### config.mk
export PLATFORM = sky130hd
export DESIGN_NAME = can_rx_mailbox
export DESIGN_NICKNAME = d
export VERILOG_FILES = /design/src/rtl/can_rxmb_pkg.sv /design/src/rtl/can_rxmb_pick.sv /design/src/rtl/can_rxmb_slot.sv /design/src/rtl/can_rx_mailbox.sv
export SDC_FILE = /design/constraint.sdc
export NUM_CORES = 2
export LEC_CHECK = 0
export ABC_AREA = 1
export BUFFER_PORTS_ARGS = -buffer_cell sky130_fd_sc_hd__buf_2
export CORE_AREA = 2 2 357 394
export DETAILED_ROUTE_END_ITERATION = 16
export DIE_AREA = 0 0 359 396
export PLACE_DENSITY_LB_ADDON = 0.08
export SLEW_MARGIN = 0
export SYNTH_ARGS = -nofsm -noshare
export SYNTH_HDL_FRONTEND = slang
export SYNTH_SLANG_ARGS = --single-unit
### constraint.sdc
create_clock -name clk -period 64 [get_ports clk]
set_input_delay 6.4 -clock clk [delete_from_list [all_inputs] [get_ports clk]]
set_output_delay 6.4 -clock clk [all_outputs]
set_load 0.01 [all_outputs]
### src/rtl/can_rxmb_pkg.sv
package can_rxmb_pkg;

  typedef enum logic [2:0] {
    MODE_OFF   = 3'd0,
    MODE_RX    = 3'd1,
    MODE_RXOVR = 3'd2,
    MODE_TX    = 3'd3,
    MODE_CONS  = 3'd4,
    MODE_PROD  = 3'd5
  } mb_mode_e;

  localparam int MODE_LSB    = 24;
  localparam int EXT_ID_BIT  = 29;
  localparam int STD_SHIFT   = 18;

  typedef struct packed {
    logic [28:0] id;
    logic        ide;
    logic        rtr;
    logic [3:0]  dlc;
    logic [63:0] data;
  } frame_t;

  function automatic logic [31:0] pack_id(input frame_t f);
    logic [31:0] w;
    if (f.ide) begin
      w = {3'b000, f.id};
      w[EXT_ID_BIT] = 1'b1;
    end else begin
      w = {21'd0, f.id[10:0]} << STD_SHIFT;
    end
    return w;
  endfunction

  function automatic logic is_rx_mode(input logic [2:0] m);
    return (m == MODE_RX) || (m == MODE_RXOVR);
  endfunction

endpackage

### src/rtl/can_rxmb_pick.sv
module can_rxmb_pick #(
  parameter int N = 16
) (
  input  logic [N-1:0] req,
  output logic [N-1:0] gnt,
  output logic         any
);
  logic found;

  always_comb begin
    gnt   = '0;
    found = 1'b0;
    for (int i = 0; i < N; i++) begin
      if (req[i] && !found) begin
        gnt[i] = 1'b1;
        found  = 1'b1;
      end
    end
  end

  assign any = |req;

endmodule

### src/rtl/can_rxmb_slot.sv
module can_rxmb_slot
  import can_rxmb_pkg::*;
(
  input  logic        clk,
  input  logic        rst_sync_n,
  input  logic        mode_we,
  input  logic [2:0]  mode_wdata,
  input  logic        store,
  input  logic        rearm,
  input  frame_t      frm,
  output logic [2:0]  mode,
  output logic        ready,
  output logic        lost,
  output logic [3:0]  dlc,
  output logic        rtr,
  output logic [31:0] id_word,
  output logic [31:0] data_lo,
  output logic [31:0] data_hi
);
  logic [2:0]  mode_q, mode_n;
  logic        ready_q, ready_n;
  logic        lost_q, lost_n;
  logic [3:0]  dlc_q, dlc_n;
  logic        rtr_q, rtr_n;
  logic [31:0] id_q, id_n;
  logic [31:0] lo_q, lo_n;
  logic [31:0] hi_q, hi_n;
  logic        rx_capable;

  assign rx_capable = is_rx_mode(mode_q);

  always_comb begin
    mode_n  = mode_q;
    ready_n = ready_q;
    lost_n  = lost_q;
    dlc_n   = dlc_q;
    rtr_n   = rtr_q;
    id_n    = id_q;
    lo_n    = lo_q;
    hi_n    = hi_q;
    if (mode_we) mode_n = mode_wdata;
    if (rearm && rx_capable) begin
      ready_n = 1'b0;
      lost_n  = 1'b0;
    end
    if (store) begin
      lost_n  = ready_n;
      ready_n = 1'b1;
      dlc_n   = frm.dlc;
      rtr_n   = frm.rtr;
      id_n    = pack_id(frm);
      if (!frm.rtr) begin
        lo_n = frm.data[31:0];
        hi_n = frm.data[63:32];
      end
    end
  end

  always_ff @(posedge clk or negedge rst_sync_n) begin
    if (!rst_sync_n) begin
      mode_q  <= MODE_OFF;
      ready_q <= 1'b0;
      lost_q  <= 1'b0;
      dlc_q   <= '0;
      rtr_q   <= 1'b0;
      id_q    <= '0;
      lo_q    <= '0;
      hi_q    <= '0;
    end else begin
      mode_q  <= mode_n;
      ready_q <= ready_n;
      lost_q  <= lost_n;
      dlc_q   <= dlc_n;
      rtr_q   <= rtr_n;
      id_q    <= id_n;
      lo_q    <= lo_n;
      hi_q    <= hi_n;
    end
  end

  assign mode    = mode_q;
  assign ready   = ready_q;
  assign lost    = lost_q;
  assign dlc     = dlc_q;
  assign rtr     = rtr_q;
  assign id_word = id_q;
  assign data_lo = lo_q;
  assign data_hi = hi_q;

  // a lost-message mark only exists on a mailbox that holds a message
  p_lost_needs_ready_r3: assert property (@(posedge clk) disable iff (!rst_sync_n)
    lost_q |-> ready_q);

  // storing a frame leaves the mailbox full
  p_store_sets_ready_r2: assert property (@(posedge clk) disable iff (!rst_sync_n)
    store |=> ready_q);

  // remote frames do not disturb the payload
  p_rtr_keeps_data_r8: assert property (@(posedge clk) disable iff (!rst_sync_n)
    (store && frm.rtr) |=> ($stable(lo_q) && $stable(hi_q)));

  // a re-arm without a new frame empties a receive mailbox
  p_rearm_clears_r5: assert property (@(posedge clk) disable iff (!rst_sync_n)
    (rearm && rx_capable && !store) |=> (!ready_q && !lost_q));

endmodule

### src/rtl/can_rx_mailbox.sv
module can_rx_mailbox
  import can_rxmb_pkg::*;
#(
  parameter int NMB = 16,
  parameter int AW  = 8
) (
  input  logic          clk,
  input  logic          rst_n,
  input  logic          rx_valid,
  input  logic [28:0]   rx_id,
  input  logic          rx_ide,
  input  logic          rx_rtr,
  input  logic [3:0]    rx_dlc,
  input  logic [63:0]   rx_data,
  input  logic          reg_we,
  input  logic          reg_re,
  input  logic [AW-1:0] reg_addr,
  input  logic [31:0]   reg_wdata,
  output logic [31:0]   reg_rdata,
  output logic          reg_rvalid,
  output logic [NMB-1:0] mb_irq,
  output logic          rx_overflow
);
  localparam int MBW      = $clog2(NMB);
  localparam int SEL_W    = 3;
  localparam int GADDR_W  = AW - 1;
  localparam int GSTAT_PAD = 31 - NMB;

  // reset: asserted asynchronously, released on a clock edge
  logic [1:0] rst_pipe_q;
  logic       rst_sync_n;
  always_ff @(posedge clk or negedge rst_n) begin
    if (!rst_n) rst_pipe_q <= 2'b00;
    else        rst_pipe_q <= {rst_pipe_q[0], 1'b1};
  end
  assign rst_sync_n = rst_pipe_q[1];

  frame_t frm;
  assign frm = '{id: rx_id, ide: rx_ide, rtr: rx_rtr, dlc: rx_dlc, data: rx_data};

  // register decode
  logic              mb_region;
  logic [MBW-1:0]    mb_idx;
  logic [SEL_W-1:0]  mb_sel;
  logic [GADDR_W-1:0] g_addr;
  logic              wr_gstat, wr_tcr;
  logic [NMB-1:0]    mode_we_v, rearm_v;

  assign mb_region = reg_addr[AW-1];
  assign mb_sel    = reg_addr[SEL_W-1:0];
  assign mb_idx    = reg_addr[SEL_W +: MBW];
  assign g_addr    = reg_addr[GADDR_W-1:0];
  assign wr_gstat  = reg_we && !mb_region && (g_addr == GADDR_W'(0));
  assign wr_tcr    = reg_we && !mb_region && (g_addr == GADDR_W'(1));
  assign rearm_v   = wr_tcr ? reg_wdata[NMB-1:0] : '0;

  always_comb begin
    mode_we_v = '0;
    if (reg_we && mb_region && (mb_sel == SEL_W'(0)))
      mode_we_v[mb_idx] = 1'b1;
  end

  // mailbox bank
  logic [2:0]  mode_a [NMB];
  logic [3:0]  dlc_a  [NMB];
  logic [31:0] id_a   [NMB];
  logic [31:0] lo_a   [NMB];
  logic [31:0] hi_a   [NMB];
  logic [NMB-1:0] ready_v, lost_v, rtr_v, rx_ok_v, ovr_ok_v, store_v;

  genvar g;
  generate
    for (g = 0; g < NMB; g++) begin : g_slot
      can_rxmb_slot u_slot (
        .clk        (clk),
        .rst_sync_n (rst_sync_n),
        .mode_we    (mode_we_v[g]),
        .mode_wdata (reg_wdata[MODE_LSB +: 3]),
        .store      (store_v[g]),
        .rearm      (rearm_v[g]),
        .frm        (frm),
        .mode       (mode_a[g]),
        .ready      (ready_v[g]),
        .lost       (lost_v[g]),
        .dlc        (dlc_a[g]),
        .rtr        (rtr_v[g]),
        .id_word    (id_a[g]),
        .data_lo    (lo_a[g]),
        .data_hi    (hi_a[g])
      );
      assign rx_ok_v[g]  = is_rx_mode(mode_a[g]);
      assign ovr_ok_v[g] = (mode_a[g] == MODE_RXOVR) && ready_v[g];
    end
  endgenerate

  // destination choice: empty receive mailboxes first, then overwrite
  logic [NMB-1:0] free_v, gnt_free, gnt_ovr;
  logic           any_free, any_ovr, drop;

  assign free_v = rx_ok_v & ~ready_v;

  can_rxmb_pick #(.N(NMB)) u_pick_free (.req(free_v),   .gnt(gnt_free), .any(any_free));
  can_rxmb_pick #(.N(NMB)) u_pick_ovr  (.req(ovr_ok_v), .gnt(gnt_ovr),  .any(any_ovr));

  assign store_v = !rx_valid ? '0 : (any_free ? gnt_free : gnt_ovr);
  assign drop    = rx_valid && !any_free && !any_ovr;

  // sticky overflow
  logic ovf_q, ovf_n;
  always_comb begin
    ovf_n = ovf_q;
    if (wr_gstat && reg_wdata[31]) ovf_n = 1'b0;
    if (drop)                      ovf_n = 1'b1;
  end
  always_ff @(posedge clk or negedge rst_sync_n) begin
    if (!rst_sync_n) ovf_q <= 1'b0;
    else             ovf_q <= ovf_n;
  end

  // read path
  logic [31:0] rd_n, rd_q;
  logic        rv_q;
  logic [31:0] gstat;
  assign gstat = {ovf_q, {GSTAT_PAD{1'b0}}, ready_v};

  always_comb begin
    rd_n = '0;
    if (mb_region) begin
      case (mb_sel)
        3'd0: rd_n = {5'd0, mode_a[mb_idx], 24'd0};
        3'd1: rd_n = id_a[mb_idx];
        3'd2: rd_n = {7'd0, lost_v[mb_idx], ready_v[mb_idx], 2'b00,
                      rtr_v[mb_idx], dlc_a[mb_idx], 16'd0};
        3'd3: rd_n = lo_a[mb_idx];
        3'd4: rd_n = hi_a[mb_idx];
        default: rd_n = '0;
      endcase
    end else if (g_addr == GADDR_W'(0)) begin
      rd_n = gstat;
    end
  end

  always_ff @(posedge clk or negedge rst_sync_n) begin
    if (!rst_sync_n) begin
      rd_q <= '0;
      rv_q <= 1'b0;
    end else begin
      rv_q <= reg_re;
      if (reg_re) rd_q <= rd_n;
    end
  end

  assign reg_rdata   = rd_q;
  assign reg_rvalid  = rv_q;
  assign mb_irq      = ready_v;
  assign rx_overflow = ovf_q;

  logic unused_wdata;
  assign unused_wdata = ^{reg_wdata[30:27], reg_wdata[23:NMB]};

  // at most one mailbox takes a frame
  p_store_onehot_r2: assert property (@(posedge clk) disable iff (!rst_sync_n)
    $onehot0(store_v));

  // a frame placed in an empty mailbox skips no lower empty one
  p_store_lowest_r2: assert property (@(posedge clk) disable iff (!rst_sync_n)
    |(store_v & free_v) |-> (((store_v - NMB'(1)) & free_v) == '0));

  // only receive-mode mailboxes take frames
  p_store_only_rx_r11: assert property (@(posedge clk) disable iff (!rst_sync_n)
    (store_v & ~rx_ok_v) == '0);

  // the overflow flag holds until cleared by software
  p_overflow_sticky_r4: assert property (@(posedge clk) disable iff (!rst_sync_n)
    (ovf_q && !(wr_gstat && reg_wdata[31])) |=> ovf_q);

  // a discarded frame raises the flag on the next cycle
  p_drop_flags_r4: assert property (@(posedge clk) disable iff (!rst_sync_n)
    drop |=> ovf_q);

  // read data valid follows the read strobe by one cycle
  p_read_latency_r10: assert property (@(posedge clk) disable iff (!rst_sync_n)
    reg_re |=> reg_rvalid);

endmodule

# Yosys cells after proc, flatten, opt, wreduce, memory -nomap -nowiden
# Index checks and enable logic that the tools add are counted.
# word_totals
output_inout_bits,50
register_bits,1732
elab_cells,490
in_bits,144
# op_classes
bitwise_logic,4
n_lt_le_gt_ge,3
n_mux,157
eq_ne,37
n_reduce_logical,157
# op_table
cell,n
$bmux 32 s4,3
$mux 32,8
$pmux 32 s5,1
$mux 1,130
$logic_and 1x1->1,71
$mux 16,4
$eq 3x2->1 const B,18
$eq 3x1->1 const B,17
$reduce_bool 2->1,17
$logic_not 1->1,33
$reduce_and 2->1,16
$reduce_or 16->1,2
$mux 30,1
$and 16x16->16,1
$bmux 4 s4,1
$logic_or 1x1->1,16
$not 16->16,1
$bmux 1 s4,3
$bmux 3 s4,1
$mux 4,2
$eq 7x1->1 const B,1
$logic_not 7->1,1
$mux 3,2
$ge 5x5->1 const B,1
7 further kinds,7

# Longest topological paths before layout
# logic_depth
ltp_word,52
ltp_mapped,16
ltp_nobuf,14

# Modules after synthesis
# From an unflattened synthesis, not the netlist that was laid out.
# unflattened
hier_cells,11897
hier_area_um2,84568.6
# modules_own_cells
module,cells_per_inst,seq_area_each_um2,instances,area_per_inst_um2
can_rxmb_slot,461,2602.5,16,4088.9
can_rx_mailbox,4425,900.9,1,18697.9
can_rxmb_pick,48,0.0,2,224.0

# Worst setup path before layout
# Ideal clock, no wire load.
# synth_timing
path_kind,input port to flip-flop
start,input reg_addr[4]
end,register rd_q[10] (netlist: reg_rdata[10])
n_path_buf,3
path_stages,12
t_arrival_ps,7944
setup_slack_ps,55939
required_time_ps,63883
setup_time_ps,117
cell_sequence,buf_2 > nand2_1 > clkinv_1 > clkbuf_1 > clkbuf_1 > a22oi_1 > nand2_1 > a21o_1 > o21ai_0 > nand3_1 > nand2_1 > nand2_1
# synth_between
elab_chain_len,6
elab_cells_between_ends,14
cone_classes,mux: 12; bitwise: 1; reduce/logical: 1
# synth_rtl
item,line_no,source
from (decl),can_rx_mailbox.sv:17,"input logic [AW-1:0] reg_addr,"
$not 4->5 (not written as such),"can_rx_mailbox.sv:131, can_rx_mailbox.sv:134, can_rx_mailbox.sv:135",
"$bmux 32 s4, on equally long branches","can_rx_mailbox.sv:135, can_rx_mailbox.sv:131, can_rx_mailbox.sv:134",
"$mux 32, on equally long branches (2 in series)","can_rx_mailbox.sv:135, can_rx_mailbox.sv:131, can_rx_mailbox.sv:134",
$pmux 32 s5,can_rx_mailbox.sv:129,case (mb_sel)
$mux 32 *,can_rx_mailbox.sv:128,if (mb_region) begin
to (signal assigned),can_rx_mailbox.sv:149,if (reg_re) rd_q <= rd_n;
to (decl),can_rx_mailbox.sv:121,"logic [31:0] rd_n, rd_q;"
# Every way passes the cells marked *; elsewhere a longest branch is shown, timed or not. The select of a mux whose other input is x is not followed.
# A chain may end at the register's enable or synchronous reset.

# Worst setup path in the final report
# layout_timing
start,input reg_addr[3]
end,register rd_q[0] (netlist: reg_rdata[0])
# The elaborated chain is that of the path after synthesis.

==> results.py <==
metrics = {
    "pwr": {
        "vdd_drop_max_mv": 0.03119,
        "total_power_uw": 3675,
        "power.density_nw_per_um2": 44.58,
        "power.leakage_uw": 0.03990,
    },
    "grt": {
        "grt_overflow": 0,
        "use_met2_pct": 56.67,
        "use_met1_pct": 51.89,
        "gr-max-usage-layer": "met2",
        "grt_usage_pct": 37.05,
        "grt_max_degree": 179,
        "grt_pass1_vias": 61645,
        "use_met3_pct": 7.582,
        "grt_pass1_wl_microns": 399000,
        "antenna_found_initial": 21,
    },
    "flow_run": {
        "maxCapViolations": 0,
    },
    "synthesis": {
        "ys_ff_latch": 1700,
        "syn_area_sq_um": 75410,
        "seq_area_frac_synth_pct": 56.41,
        "syn-num-nets": 8724,
        "avgSynthCellArea_sq_um": 8.789,
        "syn_inst": 8580,
        "ys_warn_count": 0,
        "ys_types": 38,
    },
    "sta": {
        "hold_violations": 0,
        "fin_worst_skew_ns": 0.02421,
        "rsz0062_at_grt": "false",
        "hold-worst-slack_ns": 0.3470,
        "finalSetupViolCount": 0,
        "maxSlewHeadroom_pct": 13.53,
        "max_freq_ghz": 0.09541,
        "slew_violations": 0,
        "fin_crit_ns": 10.48,
        "tns_ns": 0,
        "fin_ws_ns": 53.52,
        "worst_pin_slew_ns": 1.283,
        "post-route-period-util_pct": 16.38,
    },
    "clock_tree": {
        "clockRootBuffer": "clkbuf_16",
        "clock_sinks": 1700,
        "postCtsHoldBufs": 0,
        "cts_setup_buffers": 0,
        "cts_resized": 0,
        "worstSkewPairLatency_ns": 0.84,
        "cts_tree": "built",
        "clk_pin_slew_ns": 0.06,
        "cts_inserted_buffers": 176,
        "cts_max_path_buffers": 3,
        "htree_levels": 4,
    },
    "critical_path": {
        "crit_slowest_cell": "buf_4",
        "cp_top_family": "buffers and inverters",
        "critPathBufInv": 5,
        "crit_path_max_fanout": 60,
        "slowest_delay_ns": 0.80,
        "critical_path_class": "input pin to flop",
        "setup.worst_path.end_class": "flop",
        "r2r_start": "g_slot[0].u_slot.ready$_DFF_PN0_",
        "critPathMostFrequentCell": "nand2_1",
        "start_kind": "input pin",
        "arrival_ns": 11.25,
        "required_ns": 64.76,
        "reg2reg_to": "g_slot[13].u_slot.data_hi[6]$_DFFE_PN0P_",
        "crit_chain": "buf_2, inv_1, nor2_4, buf_4, buf_4, buf_4, a22oi_1, nand2_1, nand2_1, nand3_1, o21ai_0, nand3_1, nand2_1, nand2_1",
        "reg2reg_depth": 14,
        "crit_path_start": "reg_addr[3]",
        "rrSetupSlack_ns": 59.41,
    },
    "placement": {
        "pre_cts_ws_ns": 52.78,
        "dpl.hpwl_microns": 143100,
        "gp_congestion": 0.9342,
        "io_buffers": 181,
        "placed_area_sq_um": 76570,
    },
    "floorplanning": {
        "initial_utilization_pct": 54.67,
        "fp.dieW_microns": 359,
        "rows": 143,
        "pin_count": 194,
        "coreArea_sq_um": 137900,
        "dieHeight_microns": 396,
        "die_area_sq_um": 142200,
    },
    "drt": {
        "wl_microns": 263400,
        "avgViaCountPerCell": 6.279,
        "drt-pass1-iter-count": 9,
        "num_vias": 64388,
        "drc": 0,
        "ant_nets": 0,
        "wl_per_cell_microns": 25.69,
        "drt_iter0_drc": 8544,
    },
    "final_layout": {
        "areaGrowthSynthToFinish_pct": 9.313,
        "layout_common_cells": "nand2_1 (2898), dfrtp_1 (1699), o21ai_0 (1096)",
        "nNetsFinal": 8435,
        "layout_commonest_cell": "nand2_1",
        "nFillCells": 12206,
        "drive_above_1_share_pct": 7.935,
        "final_area_sq_um": 82440,
    },
    "min_path": {
        "hold_depth": 0,
        "worstHoldStart": "rst_pipe_q[0]$_DFF_PN0_",
        "min_to": "rst_pipe_q[1]$_DFF_PN0_",
        "hp-class": "flop to flop",
    },
    "status": {
        "status": "complete, no violations",
    },
}
## kinds of logic after synthesis
| family | after synthesis | synth area share (%) |
|---|---|---|
| AOI/OAI and AO/OA | 2452 | 19.32 |
| buffers and inverters | 965 | 5.442 |
| DFF | 1700 | 56.41 |
| other | 1 | 0.004973 |
| and+or+nand+nor | 3462 | 18.83 |
## state kept, by name (all words and copies together), names as in the netlist, 32 cells and up
name and cells:
g_slot.u_slot.data_hi 512, g_slot.u_slot.data_lo 512, g_slot.u_slot.dlc 64, g_slot.u_slot.id_word 480
g_slot.u_slot.mode 48, reg_rdata 32
## layout make-up
class                           instances  area, sq um  share of cell area, %
Sequential cell                      1700        42540                  51.61
Multi-Input combinational cell       5915        29090                  35.29
Clock buffer                          273         5244                  6.361
Tap cell                             1812         2267                  2.750
Timing Repair Buffer                  299         1907                  2.313
Inverter                              199        762.0                 0.9243
Clock inverter                         45        594.3                 0.7209
Antenna cell                           11        27.53                0.03339
## cells in the mapped netlist
cell type | n | share of area, %
nand2_1 | 2904 | 14
nor2_4 | 4 | 0.060
nand3_2 | 12 | 0.16
o21ai_1 | 334 | 2.2
buf_4 | 52 | 0.52
and2_1 | 1 | 0.0083
buf_6 | 10 | 0.15
o21ai_2 | 6 | 0.070
a22oi_1 | 790 | 7.9
a31oi_1 | 3 | 0.025
nand2_2 | 20 | 0.17
nand4_1 | 316 | 2.6
nand2_4 | 1 | 0.015
nand3_1 | 138 | 0.92
nor4_1 | 2 | 0.017
o21ai_0 | 1097 | 7.3
a21oi_2 | 9 | 0.10
or2_2 | 4 | 0.033
nor2_2 | 4 | 0.033
buf_2 | 165 | 1.1
clkbuf_1 | 500 | 2.5
buf_1 | 35 | 0.17
conb_1 | 1 | 0.0050
nand4_2 | 1 | 0.017
inv_1 | 182 | 0.91
nor3_1 | 14 | 0.093
nand3b_1 | 2 | 0.020
a21boi_0 | 9 | 0.090
a21oi_1 | 103 | 0.68
clkinv_1 | 3 | 0.015
clkbuf_2 | 4 | 0.027
nor2_8 | 1 | 0.027
dfrtp_1 | 1700 | 56
o22ai_1 | 14 | 0.12
o31ai_1 | 26 | 0.26
nor2_1 | 38 | 0.19
a21o_1 | 61 | 0.61
inv_2 | 14 | 0.070
## worst max path at each step
stage,to,slack (ns),cells past startpoint
detailed placement,reg_rdata[0]$_DFFE_PN0P_,52.78,14
finish,reg_rdata[0]$_DFFE_PN0P_,53.52,14
floorplan,g_slot[0].u_slot.data_hi[0]$_DFFE_PN0P_,13.10,0
global placement,reg_rdata[0]$_DFFE_PN0P_,52.78,14
CTS,reg_rdata[0]$_DFFE_PN0P_,53.64,14
global route,reg_rdata[0]$_DFFE_PN0P_,53.40,14
## metrics by stage
| step | instances | utilization (%) |
|---|---|---|
| 2_1_floorplan | 8580 | - |
| 3_3_place_gp | 9925 | 55.51 |
| 3_5_place_dp | 9925 | 55.51 |
| 4_1_cts | 10243 | 59.74 |
| 5_1_grt | 10245 | 59.74 |
| 6_report | 10254 | 59.76 |
## routing by layer
| metal | vias up | share of wire, % |
|---|---|---|
| met3 | 656 | 10 |
| met2 | 3325 | 45 |
| met5 | - | 0.036 |
| li1 | 28665 | - |
| met4 | 14 | 4.3 |
| met1 | 31728 | 41 |
## where the power goes
group	leakage [uW]	switching [uW]	internal, uW
Clock	0.00286	439	608
Sequential	0.0219	236	1510
Combinational	0.0151	576	302
Total	0.0399	1250	2420
(Power assumes the default switching activity.)
